`config.mk`:
```
export PLATFORM = sky130hd
export DESIGN_NAME = i2c_slave_stretch
export DESIGN_NICKNAME = d
export VERILOG_FILES = /design/src/rtl/i2cs_pkg.sv /design/src/rtl/i2cs_line_sync.sv /design/src/rtl/i2cs_bus_events.sv /design/src/rtl/i2cs_stretch.sv /design/src/rtl/i2cs_engine.sv /design/src/rtl/i2c_slave_stretch.sv
export SDC_FILE = /design/constraint.sdc
export NUM_CORES = 1
export LEC_CHECK = 0
export BUFFER_PORTS_ARGS = -buffer_cell sky130_fd_sc_hd__buf_2
export CORE_AREA = 2 2 85 71
export DETAILED_ROUTE_END_ITERATION = 7
export DIE_AREA = 0 0 87 73
export PLACE_DENSITY = 0.73
export SLEW_MARGIN = 20
export SYNTH_ARGS = -nofsm -noshare
export SYNTH_HDL_FRONTEND = slang
export SYNTH_SLANG_ARGS = --single-unit
```
`constraint.sdc`:
```
create_clock -name clk -period 4.5 [get_ports clk]
set_clock_uncertainty 0.05 [all_clocks]
set_input_delay 0.675 -clock clk [delete_from_list [all_inputs] [get_ports clk]]
set_output_delay 0.675 -clock clk [all_outputs]
set_load 0.005 [all_outputs]
```
`src/rtl/i2cs_pkg.sv`:
```
package i2cs_pkg;

   typedef enum logic [2:0] {
      S_IDLE,
      S_ADDR,
      S_ADDR_ACK,
      S_RX,
      S_RX_ACK,
      S_TX,
      S_TX_ACK,
      S_SKIP
   } slv_state_t;

endpackage

```
`src/rtl/i2cs_line_sync.sv`:
```
module i2cs_line_sync #(
   parameter int STAGES = 2
) (
   input  logic clk,
   input  logic rst_n,
   input  logic d_i,
   output logic q_o
);
   generate
      if (STAGES == 0) begin : g_pass
         assign q_o = d_i;
      end else begin : g_chain
         logic [STAGES-1:0] chain_q;
         always_ff @(posedge clk or negedge rst_n) begin
            if (!rst_n) chain_q <= '1;
            else        chain_q <= (chain_q << 1) | STAGES'(d_i);
         end
         assign q_o = chain_q[STAGES-1];
      end
   endgenerate
endmodule

```
`src/rtl/i2cs_bus_events.sv`:
```
module i2cs_bus_events #(
   parameter int SYNC_STAGES = 2
) (
   input  logic clk,
   input  logic rst_n,
   input  logic scl_i,
   input  logic sda_i,
   output logic sda_s_o,
   output logic scl_rise_o,
   output logic scl_fall_o,
   output logic start_o,
   output logic stop_o
);
   logic scl_s, sda_s, scl_q, sda_q;

   i2cs_line_sync #(.STAGES(SYNC_STAGES)) u_scl_sync (
      .clk(clk), .rst_n(rst_n), .d_i(scl_i), .q_o(scl_s));
   i2cs_line_sync #(.STAGES(SYNC_STAGES)) u_sda_sync (
      .clk(clk), .rst_n(rst_n), .d_i(sda_i), .q_o(sda_s));

   always_ff @(posedge clk or negedge rst_n) begin
      if (!rst_n) begin
         scl_q <= 1'b1;
         sda_q <= 1'b1;
      end else begin
         scl_q <= scl_s;
         sda_q <= sda_s;
      end
   end

   assign sda_s_o    = sda_s;
   assign scl_rise_o = scl_s & ~scl_q;
   assign scl_fall_o = ~scl_s & scl_q;
   assign start_o    = scl_s & scl_q & sda_q & ~sda_s;
   assign stop_o     = scl_s & scl_q & ~sda_q & sda_s;
endmodule

```
`src/rtl/i2cs_stretch.sv`:
```
module i2cs_stretch #(
   parameter int CNT_W = 8
) (
   input  logic             clk,
   input  logic             rst_n,
   input  logic             svc_event_i,
   input  logic             release_i,
   input  logic [CNT_W-1:0] min_low_i,
   output logic             pend_o,
   output logic             scl_hold_o
);
   logic             pend_q;
   logic [CNT_W-1:0] floor_cnt;

   always_ff @(posedge clk or negedge rst_n) begin
      if (!rst_n) begin
         pend_q    <= 1'b1;
         floor_cnt <= '0;
      end else begin
         if (svc_event_i)    pend_q <= 1'b0;
         else if (release_i) pend_q <= 1'b1;

         if (svc_event_i)           floor_cnt <= min_low_i;
         else if (floor_cnt != '0)  floor_cnt <= floor_cnt - CNT_W'(1);
      end
   end

   assign pend_o     = pend_q;
   assign scl_hold_o = ~pend_q | (floor_cnt != '0);

   // a service event always leaves the pending bit cleared
   p_event_pends_r7 : assert property (@(posedge clk) disable iff (!rst_n)
      svc_event_i |=> !pend_o);
   // a release strobe with no new event sets the pending bit
   p_release_sets_r7 : assert property (@(posedge clk) disable iff (!rst_n)
      (!pend_o && release_i && !svc_event_i) |=> pend_o);
   // the hold cannot end while the floor counter has more than one clock left
   p_floor_holds_r8 : assert property (@(posedge clk) disable iff (!rst_n)
      (scl_hold_o && floor_cnt > CNT_W'(1)) |=> scl_hold_o);
endmodule

```
`src/rtl/i2cs_engine.sv`:
```
module i2cs_engine
   import i2cs_pkg::*;
#(
   parameter int ADDR_W = 7,
   parameter int DATA_W = 8
) (
   input  logic              clk,
   input  logic              rst_n,
   input  logic              sda_s_i,
   input  logic              scl_rise_i,
   input  logic              scl_fall_i,
   input  logic              start_i,
   input  logic              stop_i,
   input  logic [ADDR_W-1:0] own_addr_i,
   input  logic              arb_lost_i,
   input  logic              tx_load_i,
   input  logic [DATA_W-1:0] tx_data_i,
   output logic              sda_low_o,
   output logic              svc_event_o,
   output logic [DATA_W-1:0] rx_data_o,
   output logic              al_o,
   output logic              trx_o,
   output logic              aas_o,
   output logic              ad0_o
);
   localparam int BIT_CW = $clog2(DATA_W + 2);
   localparam logic [BIT_CW-1:0] BYTE_END = BIT_CW'(DATA_W);
   localparam logic [BIT_CW-1:0] ACK_END  = BIT_CW'(DATA_W + 1);

   slv_state_t        state;
   logic [BIT_CW-1:0] bitcnt;
   logic [DATA_W-1:0] rx_sh, tx_sh, rx_data;
   logic              ack_r, aas, ad0, trx, al, al_arm, svc_event;

   always_ff @(posedge clk or negedge rst_n) begin
      if (!rst_n) begin
         state     <= S_IDLE;
         bitcnt    <= '0;
         rx_sh     <= '0;
         tx_sh     <= '0;
         rx_data   <= '0;
         ack_r     <= 1'b1;
         aas       <= 1'b0;
         ad0       <= 1'b0;
         trx       <= 1'b0;
         al        <= 1'b0;
         al_arm    <= 1'b0;
         svc_event <= 1'b0;
      end else begin
         svc_event <= 1'b0;
         if (start_i) begin
            state  <= S_ADDR;
            bitcnt <= '0;
            aas    <= 1'b0;
            ad0    <= 1'b0;
            trx    <= 1'b0;
            al     <= 1'b0;
            al_arm <= 1'b0;
         end else if (stop_i) begin
            state  <= S_IDLE;
            bitcnt <= '0;
            aas    <= 1'b0;
            ad0    <= 1'b0;
            trx    <= 1'b0;
            al_arm <= 1'b0;
         end else if (state != S_IDLE) begin
            if (scl_rise_i) begin
               bitcnt <= bitcnt + BIT_CW'(1);
               if ((state == S_ADDR || state == S_RX) && bitcnt < BYTE_END)
                  rx_sh <= {rx_sh[DATA_W-2:0], sda_s_i};
               if (state == S_TX_ACK)
                  ack_r <= sda_s_i;
            end
            if (scl_fall_i) begin
               if (bitcnt == BYTE_END) begin
                  case (state)
                     S_ADDR: begin
                        if (rx_sh[DATA_W-1:1] == own_addr_i) begin
                           aas   <= 1'b1;
                           trx   <= rx_sh[0];
                           state <= S_ADDR_ACK;
                        end else if (rx_sh == '0) begin
                           ad0   <= 1'b1;
                           trx   <= 1'b0;
                           state <= S_ADDR_ACK;
                        end else begin
                           state <= S_SKIP;
                        end
                     end
                     S_RX: begin
                        rx_data <= rx_sh;
                        state   <= S_RX_ACK;
                     end
                     S_TX:    state <= S_TX_ACK;
                     default: ;
                  endcase
               end else if (bitcnt == ACK_END) begin
                  bitcnt <= '0;
                  case (state)
                     S_ADDR_ACK: begin
                        svc_event <= 1'b1;
                        state     <= trx ? S_TX : S_RX;
                     end
                     S_RX_ACK: begin
                        svc_event <= 1'b1;
                        state     <= S_RX;
                     end
                     S_TX_ACK: begin
                        if (!ack_r) begin
                           svc_event <= 1'b1;
                           state     <= S_TX;
                        end else begin
                           trx   <= 1'b0;
                           state <= S_SKIP;
                        end
                     end
                     default: ;
                  endcase
                  if (al_arm) begin
                     svc_event <= 1'b1;
                     al_arm    <= 1'b0;
                  end
               end else if (state == S_TX && bitcnt != '0) begin
                  tx_sh <= {tx_sh[DATA_W-2:0], 1'b0};
               end
            end
         end
         if (tx_load_i) tx_sh <= tx_data_i;
         if (arb_lost_i) begin
            al     <= 1'b1;
            al_arm <= 1'b1;
         end
      end
   end

   always_comb begin
      case (state)
         S_ADDR_ACK, S_RX_ACK: sda_low_o = 1'b1;
         S_TX:                 sda_low_o = ~tx_sh[DATA_W-1];
         default:              sda_low_o = 1'b0;
      endcase
   end

   assign svc_event_o = svc_event;
   assign rx_data_o   = rx_data;
   assign al_o        = al;
   assign trx_o       = trx;
   assign aas_o       = aas;
   assign ad0_o       = ad0;

   // a START always opens a fresh address phase
   p_start_addr_r2 : assert property (@(posedge clk) disable iff (!rst_n)
      (start_i && !arb_lost_i) |=> (state == S_ADDR && !aas && !ad0));
   // an unaddressed transfer never touches SDA
   p_skip_silent_r3 : assert property (@(posedge clk) disable iff (!rst_n)
      (state == S_SKIP) |-> !sda_low_o);
   // data is driven out only in a read-direction transfer
   p_tx_needs_trx_r6 : assert property (@(posedge clk) disable iff (!rst_n)
      (state == S_TX) |-> trx);
   // a pending arbitration-loss request is always reflected in the flag
   p_arm_flag_r9 : assert property (@(posedge clk) disable iff (!rst_n)
      al_arm |-> al);
   // a STOP leaves the block idle and unaddressed
   p_stop_clears_r10 : assert property (@(posedge clk) disable iff (!rst_n)
      (stop_i && !start_i) |=> (state == S_IDLE && !aas && !ad0));
endmodule

```
`src/rtl/i2c_slave_stretch.sv`:
```
module i2c_slave_stretch #(
   parameter int SYNC_STAGES = 2,
   parameter int LOW_CNT_W   = 8,
   parameter int ADDR_W      = 7,
   parameter int DATA_W      = 8
) (
   input  logic                 clk,
   input  logic                 rst_n,
   input  logic                 scl_i,
   input  logic                 sda_i,
   output logic                 scl_low_o,
   output logic                 sda_low_o,
   input  logic [ADDR_W-1:0]    own_addr_i,
   input  logic [LOW_CNT_W-1:0] min_low_i,
   input  logic                 dat_wr_i,
   input  logic [DATA_W-1:0]    dat_wdata_i,
   input  logic                 dat_rd_i,
   output logic [DATA_W-1:0]    dat_rdata_o,
   input  logic                 pend_set_i,
   input  logic                 arb_lost_i,
   output logic                 irq_o,
   output logic                 pend_o,
   output logic                 st_al_o,
   output logic                 st_trx_o,
   output logic                 st_aas_o,
   output logic                 st_ad0_o
);
   generate
      if (DATA_W != ADDR_W + 1) begin : g_bad_width
         $error("DATA_W must equal ADDR_W + 1");
      end
      if (SYNC_STAGES < 0 || SYNC_STAGES > 4) begin : g_bad_sync
         $error("SYNC_STAGES must be 0 to 4");
      end
      if (LOW_CNT_W < 1 || LOW_CNT_W > 24) begin : g_bad_cnt
         $error("LOW_CNT_W must be 1 to 24");
      end
   endgenerate

   logic sda_s, scl_rise, scl_fall, start_ev, stop_ev;
   logic svc_event, pend, release_req;

   i2cs_bus_events #(.SYNC_STAGES(SYNC_STAGES)) u_events (
      .clk(clk), .rst_n(rst_n), .scl_i(scl_i), .sda_i(sda_i),
      .sda_s_o(sda_s), .scl_rise_o(scl_rise), .scl_fall_o(scl_fall),
      .start_o(start_ev), .stop_o(stop_ev));

   i2cs_engine #(.ADDR_W(ADDR_W), .DATA_W(DATA_W)) u_engine (
      .clk(clk), .rst_n(rst_n), .sda_s_i(sda_s),
      .scl_rise_i(scl_rise), .scl_fall_i(scl_fall),
      .start_i(start_ev), .stop_i(stop_ev), .own_addr_i(own_addr_i),
      .arb_lost_i(arb_lost_i), .tx_load_i(dat_wr_i), .tx_data_i(dat_wdata_i),
      .sda_low_o(sda_low_o), .svc_event_o(svc_event), .rx_data_o(dat_rdata_o),
      .al_o(st_al_o), .trx_o(st_trx_o), .aas_o(st_aas_o), .ad0_o(st_ad0_o));

   assign release_req = dat_wr_i | dat_rd_i | pend_set_i;

   i2cs_stretch #(.CNT_W(LOW_CNT_W)) u_stretch (
      .clk(clk), .rst_n(rst_n), .svc_event_i(svc_event),
      .release_i(release_req), .min_low_i(min_low_i),
      .pend_o(pend), .scl_hold_o(scl_low_o));

   assign pend_o = pend;
   assign irq_o  = ~pend;

   // the clock line is held for as long as service is pending
   p_hold_pending_r7 : assert property (@(posedge clk) disable iff (!rst_n)
      irq_o |-> scl_low_o);
endmodule

```
==> results.tsv <==
stage	metric	value	unit
status	outcome	finished clean	
clock_tree	cts_buffer_depth	2	
clock_tree	clk_root_buffer_cell	clkbuf_8	
detailed_routing	route.detailed.vias_per_inst	5.61	
clock_tree	cts_resized	0	
layout	flow.area_growth_from_synthesis	15.4	%
timing	tightestPinTransition	0.681	ns
power_and_ir_drop	p_leak	1.43	nW
logic_synthesis	synth.lib_cells_used.distinct	50	
critical_path	required	3.77	ns
global_route	antenna_violations_before_repair	0	
logic_synthesis	dominantRegCellSynth	dfrtp_1	
critical_path	timing_worst_setup_path_type	register to output pin	
critical_path	cp_slowest_stage_delay	0.47	ns
critical_path	worstReg2RegEnd	u_engine.rx_data_o[7]	
timing	layout_min_cycle_time	2.54	ns
clock_tree	cts_tree	built	
critical_path	critical_path_buf_inv_count	2	
layout	antenna_cells	0	
global_route	global_route.overflow_total	0	
detailed_routing	detail_route.drc_violations	0	
critical_path	endpoint_kind	output pin	
timing	slew-limit-headroom	54.5	%
placement	post_dp_cell_area	0.00299	mm^2
worst_hold_path	timing.hold.worst.start	u_events.u_sda_sync.g_chain.chain_q[0]	
timing	rsz0062_at_grt	false	
critical_path	startpoint_type	register	
critical_path	ff2ff_setup_slack	2.42	ns
die	die_width	87	um
layout	final_util	55.4	%
worst_hold_path	min_to	u_events.u_sda_sync.g_chain.chain_q[1]	
power_and_ir_drop	power_density	420	mW/mm^2
critical_path	reg2reg_from	u_engine.state[0]	
placement	i_o_buffers	46	
die	boundaryPins	47	
clock_tree	number_of_h_tree_levels	2	
critical_path	family_with_the_most_delay_on_the_worst_path	simple AND/OR/NAND/NOR gates	
placement	place.gp.congestion	0.835	
detailed_routing	antenna_violating_nets_post_route	0	
timing	timing.setup.tns	0	ns
detailed_routing	drt-pass1-iter-count	4	
logic_synthesis	fraction_of_registers_with_async_set_reset	100	%
logic_synthesis	yosys_warnings	0	
global_route	globalRouteTotalUtil	17.7	%
timing	timing.final.hold_violations	0	
clock_tree	cts_inserted_buffers	5	
logic_synthesis	synthesis.nets	290	
die	initial_core_util	48.0	%
worst_hold_path	min_path_type	register to register	
placement	detailedPlacementHpwl	3800	um
die	std_cell_rows	25	
layout	fill_cells	490	
run	count_of_maximum_capacitance_violations	0	
detailed_routing	dr.first_iter.drc_count	155	
layout	final_layout_size_suffix_gt1_share	30.3	%
logic_synthesis	synth.area.top_cells	dfrtp_1, dfstp_2, mux2_2, nand2_1, mux2i_1	
critical_path	critPathArrivalTime	1.82	ns
global_route	largest_net_degree_at_the_start_of_global_routing	54	
layout	finish.net_count	338	
die	die_height	73	um
timing	setup-violations-final	0	
critical_path	slowest_stage	nor4_4	
logic_synthesis	post_synth_inst_count	255	
clock_tree	post_cts_buffers	0	
detailed_routing	vias	2082	
logic_synthesis	syn_area_per_cell	10.5	um^2
clock_tree	clk_transition_reported_paths	0.10	ns
worst_hold_path	whs_path_depth	0	
logic_synthesis	yosys_register_bits	53	
logic_synthesis	yosysTopAreaCell	dfrtp_1	
timing	finalCritPeriodShare	56.5	%
clock_tree	clkSinkCount	53	
die	core_region_area	0.00560	mm^2
power_and_ir_drop	power.ir.vdd_worst	0.000229	V
detailed_routing	wirelength	5360	um
logic_synthesis	post-synth-top-count-cell	dfrtp_1	
logic_synthesis	synth_top_cell_area_share	41.9	%
logic_synthesis	synth_enable_flop_cells	0	
die	design.die.area	0.00635	mm^2
clock_tree	post_cts_hold_buffer_count	0	
logic_synthesis	yosysSeqAreaShare	49.7	%
timing	slew_limit_fails	0	
global_route	grt_pass1_wl	8760	um
critical_path	critical_path_fanouts_max	8	
global_route	grt_pass1_vias	1883	
detailed_routing	wire_per_inst	14.5	um
critical_path	worstPathCellList	inv_1 -> ha_1 -> nand2b_1 -> nor4_4 -> nand2_1 -> buf_2	
logic_synthesis	commonest_cells_in_the_synthesized_netlist	dfrtp_1, nand2_1, mux2_2, o21ai_0, nor2_1	
layout	finalInstanceArea	0.00310	mm^2
logic_synthesis	synth.cell_area	0.00269	mm^2
clock_tree	clk_latency	0.32	ns
timing	max_clock_freq	393	MHz
critical_path	reg2regPathDepth	3	
state kept, by name (all words and copies together), names as in the netlist, 2 cells and up:
register                             cells
u_stretch.floor_cnt                      8
u_events.u_scl_sync.g_chain.chain_q      2
u_events.u_sda_sync.g_chain.chain_q      2
u_engine.rx_data_o                       8
u_engine.rx_sh                           8
u_engine.tx_sh                           8
u_engine.bitcnt                          4
u_engine.state                           3
worst register-to-register path, cell delays in order, from the launching register on:
cell	delay, ns
dfrtp_1	0.61
inv_1	0.25
nor4_4	0.66
mux2_2	0.41
layout by cell type, fill, tap and decap left out, types with 4 or more instances in the layout:
cell type / instances
xnor2_1: 10
a21oi_1: 9
mux2i_1: 10
nor3_1: 8
nor2b_1: 5
dfstp_2: 8
nand3_1: 8
clkbuf_8: 5
dfrtp_1: 45
ha_1: 4
nor4_1: 4
mux2_2: 18
inv_1: 7
o21ai_0: 18
buf_2: 46
nor2_1: 14
nand2_1: 32
layer usage:
metal	share of wire, %	wire length (um)	global-route usage (%)
met1	47	2520	26.2
met2	45	2420	25.3
met4	1.8	95	6.08
met3	6.1	329	4.52
met5	0	0	0
stage by stage:
step	power (mW)	setup slack, ns	hold WS, ns	std cells
final	1.30	1.96	0.311	371
after detailed placement	0.976	2.31	0.298	363
after floorplan	0.884	2.56	0.295	255
after global placement	0.959	2.35	0.296	363
after global routing	1.39	1.81	0.315	371
after CTS	1.32	1.94	0.313	371
cell type report:
class / instances / area, um^2 / area share [%]
inverters: 7 / 26.3 / 0.846
clock inverters: 3 / 50.0 / 1.61
clock buffers: 5 / 68.8 / 2.22
repair buffers: 47 / 238 / 7.66
well taps: 67 / 83.8 / 2.70
multi-input cells: 189 / 1300 / 41.9
flip-flops and latches: 53 / 1340 / 43.0
how the worst max path moves through the flow:
stage | startpoint | to | depth (start not counted)
3_3_place_gp | u_stretch.floor_cnt[0] | scl_low_o | 6
3_5_place_dp | u_stretch.floor_cnt[0] | scl_low_o | 6
4_1_cts | u_stretch.floor_cnt[0] | scl_low_o | 6
6_report | u_stretch.floor_cnt[0] | scl_low_o | 6
2_1_floorplan | u_stretch.floor_cnt[0] | scl_low_o | 5
5_1_grt | u_stretch.floor_cnt[0] | scl_low_o | 6
cell families after synthesis:
logic type / share of synthesized area, %
xor+xnor: 4.23
fa+ha+maj: 1.86
simple gates: 20.4
mux: 11.3
flops: 49.7
compound gates: 10.6
buf+inv: 1.91
where the power goes:
| part | switching, mW | leakage [nW] | total [mW] | internal, mW |
|---|---|---|---|---|
| clock | 0.169 | 0.0603 | 0.339 | 0.171 |
| sequential | 0.107 | 0.648 | 0.670 | 0.563 |
| combinational | 0.139 | 0.720 | 0.295 | 0.156 |
| total | 0.415 | 1.43 | 1.30 | 0.890 |
Note: power is estimated with default switching activity, not from simulation.
